--- config.mk ---
export PLATFORM = sky130hd
export DESIGN_NAME = spec_store_queue
export DESIGN_NICKNAME = d
export VERILOG_FILES = /design/src/rtl/ssq_pkg.sv /design/src/rtl/ssq_ptr_ctrl.sv /design/src/rtl/ssq_storage.sv /design/src/rtl/spec_store_queue.sv
export SDC_FILE = /design/constraint.sdc
export NUM_CORES = 1
export LEC_CHECK = 0
export ABC_AREA = 1
export BUFFER_PORTS_ARGS = -buffer_cell sky130_fd_sc_hd__clkbuf_2
export CORE_AREA = 2 2 256 258
export DETAILED_ROUTE_END_ITERATION = 7
export DIE_AREA = 0 0 258 260
export HOLD_SLACK_MARGIN = 0.08
export PLACE_DENSITY = 0.53
export SLEW_MARGIN = 20
export SYNTH_ARGS = -nofsm -noshare
export SYNTH_HDL_FRONTEND = slang
export SYNTH_SLANG_ARGS = --single-unit
export TNS_END_PERCENT = 30
--- constraint.sdc ---
create_clock -name clk_i -period 3.17 [get_ports clk_i]
set_input_delay 0 -clock clk_i [delete_from_list [all_inputs] [get_ports clk_i]]
set_output_delay 0 -clock clk_i [all_outputs]
set_load 0.005 [all_outputs]
--- src/rtl/ssq_pkg.sv ---
package ssq_pkg;
  localparam int unsigned SSQ_DEPTH  = 8;
  localparam int unsigned SSQ_ADDR_W = 32;
  localparam int unsigned SSQ_DATA_W = 32;
  localparam int unsigned SSQ_SIZE_W = 2;

  typedef enum logic [1:0] {
    TAIL_HOLD   = 2'd0,
    TAIL_PUSH   = 2'd1,
    TAIL_REWIND = 2'd2
  } tail_op_e;
endpackage

--- src/rtl/ssq_ptr_ctrl.sv ---
module ssq_ptr_ctrl
  import ssq_pkg::*;
#(
  parameter int unsigned DEPTH = SSQ_DEPTH
) (
  input  logic                       clk_i,
  input  logic                       rst_ni,
  input  logic                       push_i,
  input  logic                       pop_i,
  input  logic                       commit_i,
  input  logic                       rollback_i,
  output logic [$clog2(DEPTH)-1:0]   head_idx_o,
  output logic [$clog2(DEPTH)-1:0]   tail_idx_o,
  output logic                       full_o,
  output logic                       empty_o,
  output logic                       released_o
);
  localparam int unsigned IDX_W = $clog2(DEPTH);
  localparam int unsigned PTR_W = IDX_W + 1;

  logic [PTR_W-1:0] head_q, cmt_q, tail_q;
  logic [PTR_W-1:0] head_d, cmt_d, tail_d;
  logic [PTR_W-1:0] occ, rel_cnt;
  tail_op_e         tail_op;

  assign occ     = tail_q - head_q;
  assign rel_cnt = cmt_q - head_q;

  // commit has priority; pushes are already blocked during rollback
  always_comb begin
    if (commit_i)        tail_op = push_i ? TAIL_PUSH : TAIL_HOLD;
    else if (rollback_i) tail_op = TAIL_REWIND;
    else                 tail_op = push_i ? TAIL_PUSH : TAIL_HOLD;
  end

  always_comb begin
    unique case (tail_op)
      TAIL_PUSH:   tail_d = tail_q + PTR_W'(1);
      TAIL_REWIND: tail_d = cmt_q;
      default:     tail_d = tail_q;
    endcase
    cmt_d  = commit_i ? tail_q : cmt_q;
    head_d = pop_i ? head_q + PTR_W'(1) : head_q;
  end

  always_ff @(posedge clk_i or negedge rst_ni) begin
    if (!rst_ni) begin
      head_q <= '0;
      cmt_q  <= '0;
      tail_q <= '0;
    end else begin
      head_q <= head_d;
      cmt_q  <= cmt_d;
      tail_q <= tail_d;
    end
  end

  assign head_idx_o = head_q[IDX_W-1:0];
  assign tail_idx_o = tail_q[IDX_W-1:0];
  assign full_o     = (occ == PTR_W'(DEPTH));
  assign empty_o    = (head_q == tail_q);
  assign released_o = (head_q != cmt_q);

  AST_NO_OVERFLOW: assert property (@(posedge clk_i) disable iff (!rst_ni)
    occ <= PTR_W'(DEPTH));
  AST_PUSH_WHEN_FULL: assert property (@(posedge clk_i) disable iff (!rst_ni)
    full_o |-> !push_i);
  AST_CMT_INSIDE: assert property (@(posedge clk_i) disable iff (!rst_ni)
    rel_cnt <= occ);
  AST_COMMIT_CAPTURE: assert property (@(posedge clk_i) disable iff (!rst_ni)
    commit_i |=> cmt_q == $past(tail_q));
  AST_ROLLBACK_ONE_CYCLE: assert property (@(posedge clk_i) disable iff (!rst_ni)
    (rollback_i && !commit_i) |=> tail_q == $past(cmt_q));
  AST_COMMIT_WINS: assert property (@(posedge clk_i) disable iff (!rst_ni)
    (rollback_i && commit_i) |=> tail_q == $past(tail_q));
endmodule

--- src/rtl/ssq_storage.sv ---
module ssq_storage #(
  parameter int unsigned DEPTH = 8,
  parameter int unsigned WIDTH = 66
) (
  input  logic                     clk_i,
  input  logic                     rst_ni,
  input  logic                     we_i,
  input  logic [$clog2(DEPTH)-1:0] widx_i,
  input  logic [WIDTH-1:0]         wdata_i,
  input  logic [$clog2(DEPTH)-1:0] ridx_i,
  output logic [WIDTH-1:0]         rdata_o
);
  logic [WIDTH-1:0] slot_q [DEPTH];

  for (genvar g = 0; g < DEPTH; g++) begin : g_slot
    always_ff @(posedge clk_i or negedge rst_ni) begin
      if (!rst_ni)                                  slot_q[g] <= '0;
      else if (we_i && (widx_i == ($clog2(DEPTH))'(g))) slot_q[g] <= wdata_i;
    end
  end

  assign rdata_o = slot_q[ridx_i];
endmodule

--- src/rtl/spec_store_queue.sv ---
module spec_store_queue
  import ssq_pkg::*;
#(
  parameter int unsigned DEPTH  = SSQ_DEPTH,
  parameter int unsigned ADDR_W = SSQ_ADDR_W,
  parameter int unsigned DATA_W = SSQ_DATA_W,
  parameter int unsigned SIZE_W = SSQ_SIZE_W
) (
  input  logic              clk_i,
  input  logic              rst_ni,
  input  logic              st_valid_i,
  output logic              st_ready_o,
  input  logic [ADDR_W-1:0] st_addr_i,
  input  logic [DATA_W-1:0] st_data_i,
  input  logic [SIZE_W-1:0] st_size_i,
  input  logic              commit_i,
  input  logic              rollback_i,
  output logic              mem_valid_o,
  input  logic              mem_ready_i,
  output logic [ADDR_W-1:0] mem_addr_o,
  output logic [DATA_W-1:0] mem_data_o,
  output logic [SIZE_W-1:0] mem_size_o,
  output logic              full_o,
  output logic              empty_o
);
  localparam int unsigned IDX_W = $clog2(DEPTH);
  localparam int unsigned ENT_W = ADDR_W + DATA_W + SIZE_W;

  logic             push, pop, released;
  logic [IDX_W-1:0] head_idx, tail_idx;
  logic [ENT_W-1:0] wr_ent, rd_ent;

  assign st_ready_o  = !full_o && !rollback_i;
  assign push        = st_valid_i && st_ready_o;
  assign mem_valid_o = released;
  assign pop         = mem_valid_o && mem_ready_i;
  assign wr_ent      = {st_addr_i, st_data_i, st_size_i};

  ssq_ptr_ctrl #(.DEPTH(DEPTH)) u_ptr (
    .clk_i      (clk_i),
    .rst_ni     (rst_ni),
    .push_i     (push),
    .pop_i      (pop),
    .commit_i   (commit_i),
    .rollback_i (rollback_i),
    .head_idx_o (head_idx),
    .tail_idx_o (tail_idx),
    .full_o     (full_o),
    .empty_o    (empty_o),
    .released_o (released)
  );

  ssq_storage #(.DEPTH(DEPTH), .WIDTH(ENT_W)) u_store (
    .clk_i   (clk_i),
    .rst_ni  (rst_ni),
    .we_i    (push),
    .widx_i  (tail_idx),
    .wdata_i (wr_ent),
    .ridx_i  (head_idx),
    .rdata_o (rd_ent)
  );

  assign {mem_addr_o, mem_data_o, mem_size_o} = rd_ent;

  AST_MEM_HOLD: assert property (@(posedge clk_i) disable iff (!rst_ni)
    (mem_valid_o && !mem_ready_i) |=> (mem_valid_o && $stable(mem_addr_o)
      && $stable(mem_data_o) && $stable(mem_size_o)));
  AST_EMPTY_IDLE: assert property (@(posedge clk_i) disable iff (!rst_ni)
    empty_o |-> (!mem_valid_o && !full_o));
endmodule

* After elaboration in Yosys (flattened, before gate mapping) *
Index checks and enable logic that the tools add are counted.

word-level totals
  register bits = 540
  logic and storage cells = 50
  input port bits = 72

operators by class
  $add $sub $neg = 3
  reductions and logical operators = 15
  magnitude comparators = 1
  mux-type cells = 7
  bitwise operators = 1
  equal/unequal tests = 12

operator list
  kind                                                             number
  66-bit binary-select mux with 3-bit select                       1
  66-bit 2-to-1 mux                                                2
  3-bit == test, second input constant                             4
  1-bit logical AND                                                11
  4-bit by 1-bit adder with 4-bit output, second input constant    2
  4-bit one-hot mux with 2 select lines                            1
  3-bit by 2-bit == test with 1-bit output, second input constant  2
  4-bit == test                                                    1
  4-bit == test, second input constant                             1
  4-bit greater-or-equal comparator, second input constant         1
  2-bit 2-to-1 mux                                                 2
  4-bit inequality test                                            1
  3-bit NOT with 4-bit output                                      1
  4-bit subtractor                                                 1
  3-bit by 1-bit == test with 1-bit output, second input constant  1
  3-bit logical NOT                                                1
  2-bit by 1-bit == test with 1-bit output, second input constant  1
  2-bit == test, second input constant                             1
  1-bit logical NOT                                                2
  2-bit nonzero test                                               1
  1-bit 2-to-1 mux                                                 1

* Depth between registers and ports, before layout *
Gate-level depths: netlist of run 1.

  depth in word-level cells = 10
  mapped depth = 18
  gate-level depth less buffers = 13

* Hierarchy *
A second synthesis of run 1 with hierarchy kept.

unflattened totals
  cells, all modules = 3,639
  area total of the unflattened synthesis = 26,440.4 sq um

modules (own cells, without submodules)
  module            cells each  times used  area each (sq um)  seq. area each (sq um)
  ssq_storage       3,533       1           25,607.1           13,212.7
  ssq_ptr_ctrl      98          1           798.3              300.3
  spec_store_queue  8           1           35.0               0.0

* Least setup slack after synthesis of run 1 *
OpenSTA, ideal clock, no wires.

  kind = reg-to-reg
  start point = reg u_ptr.head_q[1]
  end point = reg u_store.slot_q[25] (netlist bit)
  buffers on the path = 6
  path slack = 0.543 ns
  setup time = 0.116 ns
  cell stages (with the launch flop) = 17
  clock period less this slack = 2.627 ns
  data arrival time = 2.510 ns
  cell sequence = dfrtp_1 -> clkbuf_1 -> inv_1 -> clkbuf_1 -> clkbuf_1 -> ha_1 -> nand2_1 -> nand2_1 -> nand2_1 -> nand2_1 -> nand3_1 -> buf_2 -> nand4_1 -> buf_2 -> buf_2 -> nand2_1 -> nand2_1

on the way
  word-level cells in the longest chain between the ends = 6

ends and longest elaborated chain
  element                         RTL line                text
  start: declaration              ssq_ptr_ctrl.sv:21      logic [PTR_W-1:0] head_q, cmt_q, tail_q;
  start signal: assignment        ssq_ptr_ctrl.sv:48      head_q <= '0;
  start signal: assignment        ssq_ptr_ctrl.sv:52      head_q <= head_d;
  4-bit subtractor                ssq_ptr_ctrl.sv:26      assign occ = tail_q - head_q;
  4-bit == test                   ssq_ptr_ctrl.sv:60      assign full_o = (occ == PTR_W'(DEPTH));
  1-bit logical NOT               spec_store_queue.sv:33  assign st_ready_o = !full_o && !rollback_i;
  1-bit logical AND               spec_store_queue.sv:33
  1-bit logical AND               spec_store_queue.sv:34  assign push = st_valid_i && st_ready_o;
  1-bit logical AND               ssq_storage.sv:18       else if (we_i && (widx_i == ($clog2(DEPTH))'(g))) slot_q[g] <= wdata_i;
  end signal: indexed assignment  ssq_storage.sv:18
  end: declaration                ssq_storage.sv:13       logic [WIDTH-1:0] slot_q [DEPTH];

No other way between the ends.
A chain may end at the register's enable or synchronous reset.

* Worst setup path after layout of run 1 *
  start point = reg u_ptr.head_q[0]
  end point = out mem_data_o[7]

on the way
  word-level cells in the longest chain between the ends = 4

ends and longest elaborated chain
  element                                               RTL line                text
  3-bit NOT with 4-bit output (not written as such)     ssq_storage.sv:22       assign rdata_o = slot_q[ridx_i];
  66-bit binary-select mux with 3-bit select            ssq_storage.sv:22
  66-bit 2-to-1 mux (not written as such) (2 in a row)  ssq_storage.sv:22
  end: declaration                                      spec_store_queue.sv:21  output logic [DATA_W-1:0] mem_data_o,

No other way between the ends. The select of a mux whose other input is x is not followed.

==> reports/results.ini, run 1 <==
[outcome]
status = completed

[drt]
drt-total-wl_um = 82650
num_vias = 22796
wl_per_cell_um = 19.00
drtPass1Iterations = 6
postRouteAntennaNets = 0
vias_per_cell = 5.242
drtIter0Drc = 2373
drcViolationCount = 0

[finish]
final_area_um2 = 29300
layout_common_cells = 1822 x nand2_1, 537 x dfrtp_1, 270 x o21ai_0, 266 x nor2_1, 140 x clkbuf_2
syn_to_final_growth_pct = 15.30
drive_above_1_share_pct = 8.989
finish.net_count = 3524
n_fill_cell = 6336
final_common_cell = nand2_1

[floorplanning]
die_y_um = 260
core_um2 = 64120
rows = 93
fp.dieArea_um2 = 67080
initial_core_util_pct = 39.64
chipWidth_um = 258
pin_count = 142

[clocking]
insertion_delay_ps = 630
cts-htree-levels = 2
cts_root_buf = clkbuf_16
cts_buffers = 61
clkSinkCount = 540
tritoncts = built
clk_pin_slew_ps = 60
cts_buffer_depth = 3

[logic_synthesis]
synth_top_family_by_area = simple AND/OR/NAND/NOR gates
synth_fa_ha_area_share_pct = 0.4923
ys_ff_latch = 540
synth_compound_area_share_pct = 8.610
synthCells = 3397
avgSynthCellArea_um2 = 7.482
ys_seq_area_share_pct = 53.17
synthSimpleGateAreaFrac_pct = 31.58
synth-xor-area-share_pct = 0.2412
synth.area.mux_share_pct = 0.03938
netlist_area_um2 = 25420
synth.distinct_cells = 25
synth_fp_nets = 3479
ys_warn_count = 0

[worst_setup_path]
cpPeakStageDelay_ps = 540
rr_worst_depth = 13
path_class = reg -> out
crit_fanout = 70
worstPathArrival_ps = 2940
r2r_start = u_ptr.tail_q[0]$_DFFE_PN0P_
cpMaxStageDelayCell = buf_6
reg2reg_setup_slack_ps = 580
startpoint_type = flop
cp_common_cell = nand2_1
endpoint_kind = output port
crit_path_cell_trace = buf_4 > buf_6 > o21ai_0 > o22ai_1 > nand2_1 > nand2_1 > clkbuf_2
critPathRequiredTime_ps = 3170
r2r-end = u_store.slot_q[188]$_DFFE_PN0P_

[timing]
fin_skew_ps = 20.79
final_hold_viol_count = 0
slew_violations = 0
post-route-period-util_pct = 92.65
fmax_mhz = 340.5
rsz0062_at_grt = false
maxSlewHeadroom_pct = 26.57
worstMarginPinSlew_ps = 1101
setup_tns_ps = 0
setup_violations = 0
period_needed_ps = 2937

[placed_design]
numPortBuffers = 141
dp_hpwl_um = 43780
place_area_um2 = 26540
globalplace.congestion = 0.7972

[flow_run]
cap_violations = 0

[global_route]
grt_first_pass_wirelength_um = 130000
groute.usage.overall_pct = 24.78
antenna_found_initial = 3
gr-total-overflow = 0
grt_pass1_vias = 22226
grt_max_degree = 136

[power]
pwr-share-clk_pct = 22.8
vdd_drop_max_v = 0.0005620
pwr-share-comb_pct = 39.9
switchingPower_w = 0.01254
power_density_nw_per_um2 = 1065
p_leak_nw = 15.57
p_sw_share_pct = 40.17
seq_power_share_pct = 37.2
p_int_w = 0.01868

[hold_path]
hold_path_class = in -> async

-- what timing repair did --
item | in CTS | in global routing
setup buffers | 0 | 0
endpoints found under the hold margin | 1080 | 0
hold buffers | 70 | 0
gates resized for setup | 0 | 1
setup endpoints to repair | 0 | 17
-- per-stage QoR --
| stage | utilization (%) | total power [W] | std cells | hold WS (ps) | worst slack (ps) |
|---|---|---|---|---|---|
| floorplan | - | 0.01957 | 3397 | -295.6 | 543.1 |
| global placement | 41.39 | 0.02377 | 4163 | 85.45 | 717.4 |
| detailed placement | 41.39 | 0.02402 | 4163 | 90.71 | 639.2 |
| CTS | 45.65 | 0.03137 | 4347 | 94.87 | 24.89 |
| global route | 45.71 | 0.03373 | 4349 | 155.4 | 60.18 |
| finish | 45.71 | 0.03122 | 4349 | 140.7 | 232.9 |
-- layer usage --
layer	wire length, um	GRT usage, %	share of wire (%)	vias up
met4	1807	7.531	2.2	4
met1	36940	34.84	45	11154
met3	5897	3.324	7.1	118
met5	27	0	0.033	-
li1	-	-	-	10647
met2	37980	39.92	46	873
-- critical path: cells and delay by family (launching register included) --
kind                   cells  cell delay (ps)
buffers and inverters      3             1130
flip-flops                 1              430
AO/OA/AOI/OAI              2              420
AND/OR/NAND/NOR            2              300
-- registers in the layout, indices dropped and copies added, names as in the netlist --
signal          flops
u_store.slot_q    528
u_ptr.cmt_q         4
u_ptr.head_q        4
u_ptr.tail_q        4
-- cell type report --
class                   instances  area [um^2]  area share [%]
flip-flops and latches        540        13520           46.15
multi-input cells            2541        10450           35.64
repair buffers                268         2123           7.246
clock buffers                  92         1815           6.195
well taps                     855         1070           3.651
clock inverters                22        200.2          0.6831
inverters                      30        123.9          0.4227
diodes                          1        2.502        0.008539
-- power groups by stage --
| stage | Sequential (W) | Clock [W] | Combinational [W] |
|---|---|---|---|
| floorplan | 0.0112 | 0 | 0.00835 |
| global placement | 0.0116 | 0 | 0.0122 |
| detailed placement | 0.0116 | 0 | 0.0124 |
| CTS | 0.0116 | 0.00729 | 0.0125 |
| global route | 0.0120 | 0.00757 | 0.0142 |
| finish | 0.0116 | 0.00712 | 0.0125 |
-- cells by family after synthesis --
kind of cell               Yosys count
muxes                                1
AOI/OAI and AO/OA                  404
DFF                                540
xor gates and xnor gates             7
adders and majority gates           10
buffers and inverters              316
and+or+nand+nor                   2119
-- worst max path at each step --
stage / endpoint / slack, ps / cells past startpoint / from
6_report: mem_data_o[7] / 230 / 7 / u_ptr.head_q[0]$_DFFE_PN0P_
3_5_place_dp: u_store.slot_q[148]$_DFFE_PN0P_ / 640 / 13 / u_ptr.tail_q[0]$_DFFE_PN0P_
2_1_floorplan: u_store.slot_q[25]$_DFFE_PN0P_ / 540 / 16 / u_ptr.head_q[1]$_DFFE_PN0P_
4_1_cts: mem_data_o[7] / 20 / 7 / u_ptr.head_q[0]$_DFFE_PN0P_
3_3_place_gp: u_store.slot_q[157]$_DFFE_PN0P_ / 720 / 15 / u_ptr.tail_q[0]$_DFFE_PN0P_
5_1_grt: mem_data_o[6] / 60 / 7 / u_ptr.head_q[0]$_DFFE_PN0P_
-- Yosys cell counts, drive strengths merged --
cell | n | area (um^2)
mux2i | 1 | 10.01
xnor2 | 4 | 35.03
nand4 | 9 | 56.30
buf | 176 | 963.4
a21oi | 1 | 5.000
clkbuf | 110 | 415.4
o22ai | 133 | 832.1
nor3 | 1 | 5.000
or2 | 1 | 6.260
dfrtp | 540 | 13510
nand3 | 12 | 65.06
xor2 | 3 | 26.28
inv | 30 | 112.6
nand2 | 1822 | 6839
ha | 10 | 125.1
o21ai | 270 | 1351
nor2 | 274 | 1056
Note: power is estimated with default switching activity, not from simulation.
==> run 2: changes to the inputs <==
--- a/config.mk
+++ b/config.mk
@@ -5,14 +5,13 @@
 export SDC_FILE = /design/constraint.sdc
 export NUM_CORES = 1
 export LEC_CHECK = 0
-export ABC_AREA = 1
+export ABC_AREA = 0
 export BUFFER_PORTS_ARGS = -buffer_cell sky130_fd_sc_hd__clkbuf_2
-export CORE_AREA = 2 2 256 258
+export CORE_AREA = 2 2 250 252
 export DETAILED_ROUTE_END_ITERATION = 7
-export DIE_AREA = 0 0 258 260
+export DIE_AREA = 0 0 252 254
 export HOLD_SLACK_MARGIN = 0.08
 export PLACE_DENSITY = 0.53
-export SLEW_MARGIN = 20
 export SYNTH_ARGS = -nofsm -noshare
 export SYNTH_HDL_FRONTEND = slang
 export SYNTH_SLANG_ARGS = --single-unit
==> run 2 against run 1 <==
Utilization rose by 1.2 points. Cell count fell by 40%. Worst setup slack got worse by 18 ps. Area after synthesis fell by 4.2%. Fmax fell by 0.62%. Flip-flop and latch count did not move. Clock skew fell by 1.6 ps. Critical path depth rose by 1.
==> reports/results.ini, run 2 <==
[drt]
drtIter0Drc = 670  ; -72%
drt-total-wl_um = 57320  ; -31%
vias_per_cell = 5.335  ; +1.8%
drcViolationCount = 0  ; unchanged
wl_per_cell_um = 21.89  ; +15%
drtPass1Iterations = 4  ; -2
num_vias = 13973  ; -39%
postRouteAntennaNets = 0  ; unchanged

[floorplanning]
rows = 91  ; -2.2%
chipWidth_um = 252  ; -2.3%
initial_core_util_pct = 39.77  ; +0.13 points
pin_count = 142  ; unchanged
fp.dieArea_um2 = 64010  ; -4.6%
die_y_um = 254  ; -2.3%
core_um2 = 61260  ; -4.5%

[logic_synthesis]
netlist_area_um2 = 24360  ; -4.2%
ys_warn_count = 0  ; unchanged
synthCells = 1574  ; -54%
synth_fp_nets = 1656  ; -52%
avgSynthCellArea_um2 = 15.48  ; +110%
ys_ff_latch = 540  ; unchanged
synth.area.top_cells = dfrtp_1 55%, mux2_2 24%, mux4_2 12%, nand2_1 3.1%, buf_6 1.1%
ys_seq_area_share_pct = 55.47  ; +2.3 points
postSynth.asyncResetShare_pct = 100.0  ; unchanged
yosysMostFrequentCell = dfrtp_1
yosysTopAreaCellShare_pct = 55.47  ; +2.3 points
synth_edf_count = 0  ; unchanged
yosysTopAreaCell = dfrtp_1
synthFlopType = dfrtp_1
netlist_top_cells_count = 540 x dfrtp_1, 529 x mux2_2, 204 x nand2_1
synth.distinct_cells = 36  ; +44%

[finish]
multi_input_area_um2 = 10250  ; -1.9%
layout_common_cells = 537 x dfrtp_1, 529 x mux2_2, 204 x nand2_1, 140 x clkbuf_2, 132 x mux4_2
layout.cells.non_filler = 2619  ; -40%
drive_above_1_share_pct = 51.64  ; +43 points
top_register = u_store.slot_q
largest_reg_flops = 528  ; unchanged
n_fill_cell = 5411  ; -15%
finish.net_count = 1868  ; -47%
syn_to_final_growth_pct = 17.91
final_common_cell = dfrtp_1
seq_area_um2 = 13520  ; unchanged

[timing]
setup_violations = 0  ; unchanged
setup_tns_ps = 0  ; unchanged
period_needed_ps = 2955  ; +18.19 ps
rsz0062_at_grt = false
fmax_mhz = 338.4  ; -0.62%
final_hold_viol_count = 0  ; unchanged
maxSlewHeadroom_pct = 25.96  ; -0.60 points
fin_skew_ps = 19.19  ; -1.596 ps
worstMarginPinSlew_ps = 1111  ; +9.041 ps
post-route-period-util_pct = 93.23  ; +0.57 points
slew_violations = 0  ; unchanged

[power]
seq_power_share_pct = 39.4  ; +2.2 points
power_density_nw_per_um2 = 1051  ; -1.4%
switchingPower_w = 0.009347  ; -25%
vdd_drop_max_v = 0.0006407  ; +14%
pwr-share-comb_pct = 38.6  ; -1.3 points
p_int_w = 0.02084  ; +12%
p_sw_share_pct = 30.96  ; -9.2 points
p_leak_nw = 12.67  ; -19%
pwr-share-clk_pct = 21.9  ; -0.9 points

[worst_setup_path]
crit_fanout = 31  ; -56%
worstPathArrival_ps = 3440  ; +500 ps
r2r_start = u_ptr.tail_q[1]$_DFFE_PN0P_
critPathRequiredTime_ps = 3650  ; +480 ps
endpoint_kind = flop
startpoint_type = flop
path_class = reg -> reg
reg2reg_setup_slack_ps = 210  ; -370 ps
rr_worst_depth = 8  ; -5
r2r-end = u_store.slot_q[77]$_DFFE_PN0P_

[clocking]
clk_pin_slew_ps = 60  ; about the same
cts_buffer_depth = 3  ; unchanged
post_cts_buffers = 0  ; unchanged
cts-htree-levels = 2  ; unchanged
cts_root_buf = clkbuf_16
clkSinkCount = 540  ; unchanged
insertion_delay_ps = 610  ; -20 ps
tritoncts = built
cts_buffers = 60  ; -1.6%

[outcome]
status = completed

[global_route]
gr-total-overflow = 0  ; unchanged
grt_first_pass_wirelength_um = 91020  ; -30%
grt_pass1_vias = 15224  ; -32%
antenna_found_initial = 1  ; -2
grt_max_degree = 137  ; +0.74%
groute.usage.overall_pct = 18.45  ; -6.3 points

[placed_design]
globalplace.congestion = 0.7246  ; -9.1%
placed_cells = 2444  ; -41%
numPortBuffers = 141  ; unchanged
dp_hpwl_um = 33330  ; -24%

[flow_run]
cap_violations = 0  ; unchanged

[hold_path]
hold_path_class = in -> async

==> run 2: cell count changes in the layout (fill, tap and decap cells not counted), moves of 7 or more <==
cell and change:
mux2_2 +529, clkinv_2 -11, nand3_1 -8, nand2_1 -1618
nor2_4 -8, buf_12 +7, buf_4 -20, mux4_2 +132
o21ai_0 -268, nor2_1 -261, nand4_1 -8, inv_1 -21
o22ai_1 -133
==> run 2: kinds of logic (layout without fill, tap and decap cells) <==
group / Yosys count / in the layout / synth area share [%]
adder cells (fa/ha/maj): 10 / 10 / 0.5136
other: 0 / 1 / 0
multiplexers: 665 / 665 / 36.84
AO/OA/AOI/OAI: 10 / 10 / 0.3904
buffers and inverters: 110 / 364 / 2.583
XOR/XNOR: 9 / 9 / 0.3236
flip-flops: 540 / 540 / 55.47
AND/OR/NAND/NOR: 230 / 230 / 3.878
==> run 2: how the worst max path moves through the flow <==
| stage | startpoint | end |
|---|---|---|
| detailed placement | u_ptr.tail_q[1]$_DFFE_PN0P_ | u_store.slot_q[77]$_DFFE_PN0P_ |
| floorplan | u_ptr.head_q[1]$_DFFE_PN0P_ | u_store.slot_q[355]$_DFFE_PN0P_ |
| global route | u_ptr.tail_q[1]$_DFFE_PN0P_ | u_store.slot_q[77]$_DFFE_PN0P_ |
| CTS | u_ptr.head_q[0]$_DFFE_PN0P_ | mem_data_o[5] |
| finish | u_ptr.tail_q[1]$_DFFE_PN0P_ | u_store.slot_q[77]$_DFFE_PN0P_ |
| global placement | u_ptr.head_q[1]$_DFFE_PN0P_ | u_store.slot_q[77]$_DFFE_PN0P_ |
==> run 2: timing repair <==
action / in CTS / in global routing
resized for setup: 1 / 2
hold buffers: 70 / 0
setup endpoints to repair: 17 / 8
hold endpoints to repair: 1009 / 0
==> run 2: area by class of cell <==
cell class / instances / area share, %
multi-input cells: 924 / 35.67
inverters: 6 / 0.08276
flip-flops and latches: 540 / 47.08
well taps: 790 / 3.441
repair buffers: 254 / 7.213
diodes: 1 / 0.008712
clock buffers: 94 / 6.159
clock inverters: 10 / 0.3441
==> run 2: routing by layer <==
layer	global-route usage (%)	up-vias	part of all wire (%)
met1	26.34	7540	47
met2	29.91	204	48
li1	-	6162	-
met4	3.466	2	1.3
met5	0	-	0.019
met3	3.155	65	3.7
==> run 2: worst max-delay path: stages, from the launching register on <==
cell	delay, ps
dfrtp_1	460
ha_1	330
nor2b_1	150
a2111o_1	410
a221oi_4	420
buf_4	280
nor3_4	70
buf_4	330
mux2_1	360
==> run 2: stage by stage <==
step / hold WS (ps) / total power [W] / setup slack, ps / cell area (um^2) / util (%)
final: 89.71 / 0.03019 / 214.7 / 28730 / 46.89
after global routing: 129.5 / 0.03224 / 34.16 / 28720 / 46.89
after CTS: 98.16 / 0.03071 / 30.52 / 28720 / 46.88
after detailed placement: 149.6 / 0.02385 / 200.0 / 26150 / 42.68
after global placement: 138.9 / 0.02345 / 261.6 / 26150 / 42.68
after floorplan: -295.6 / 0.01997 / 9.992 / 24360 / -
==> run 2: power groups by stage <==
stage,sequential [W],combinational (W),clock (W)
4_1_cts,0.0119,0.0120,0.00685
2_1_floorplan,0.0114,0.00859,0
6_report,0.0119,0.0117,0.00662
5_1_grt,0.0123,0.0128,0.00714
3_5_place_dp,0.0120,0.0118,0
3_3_place_gp,0.0118,0.0116,0
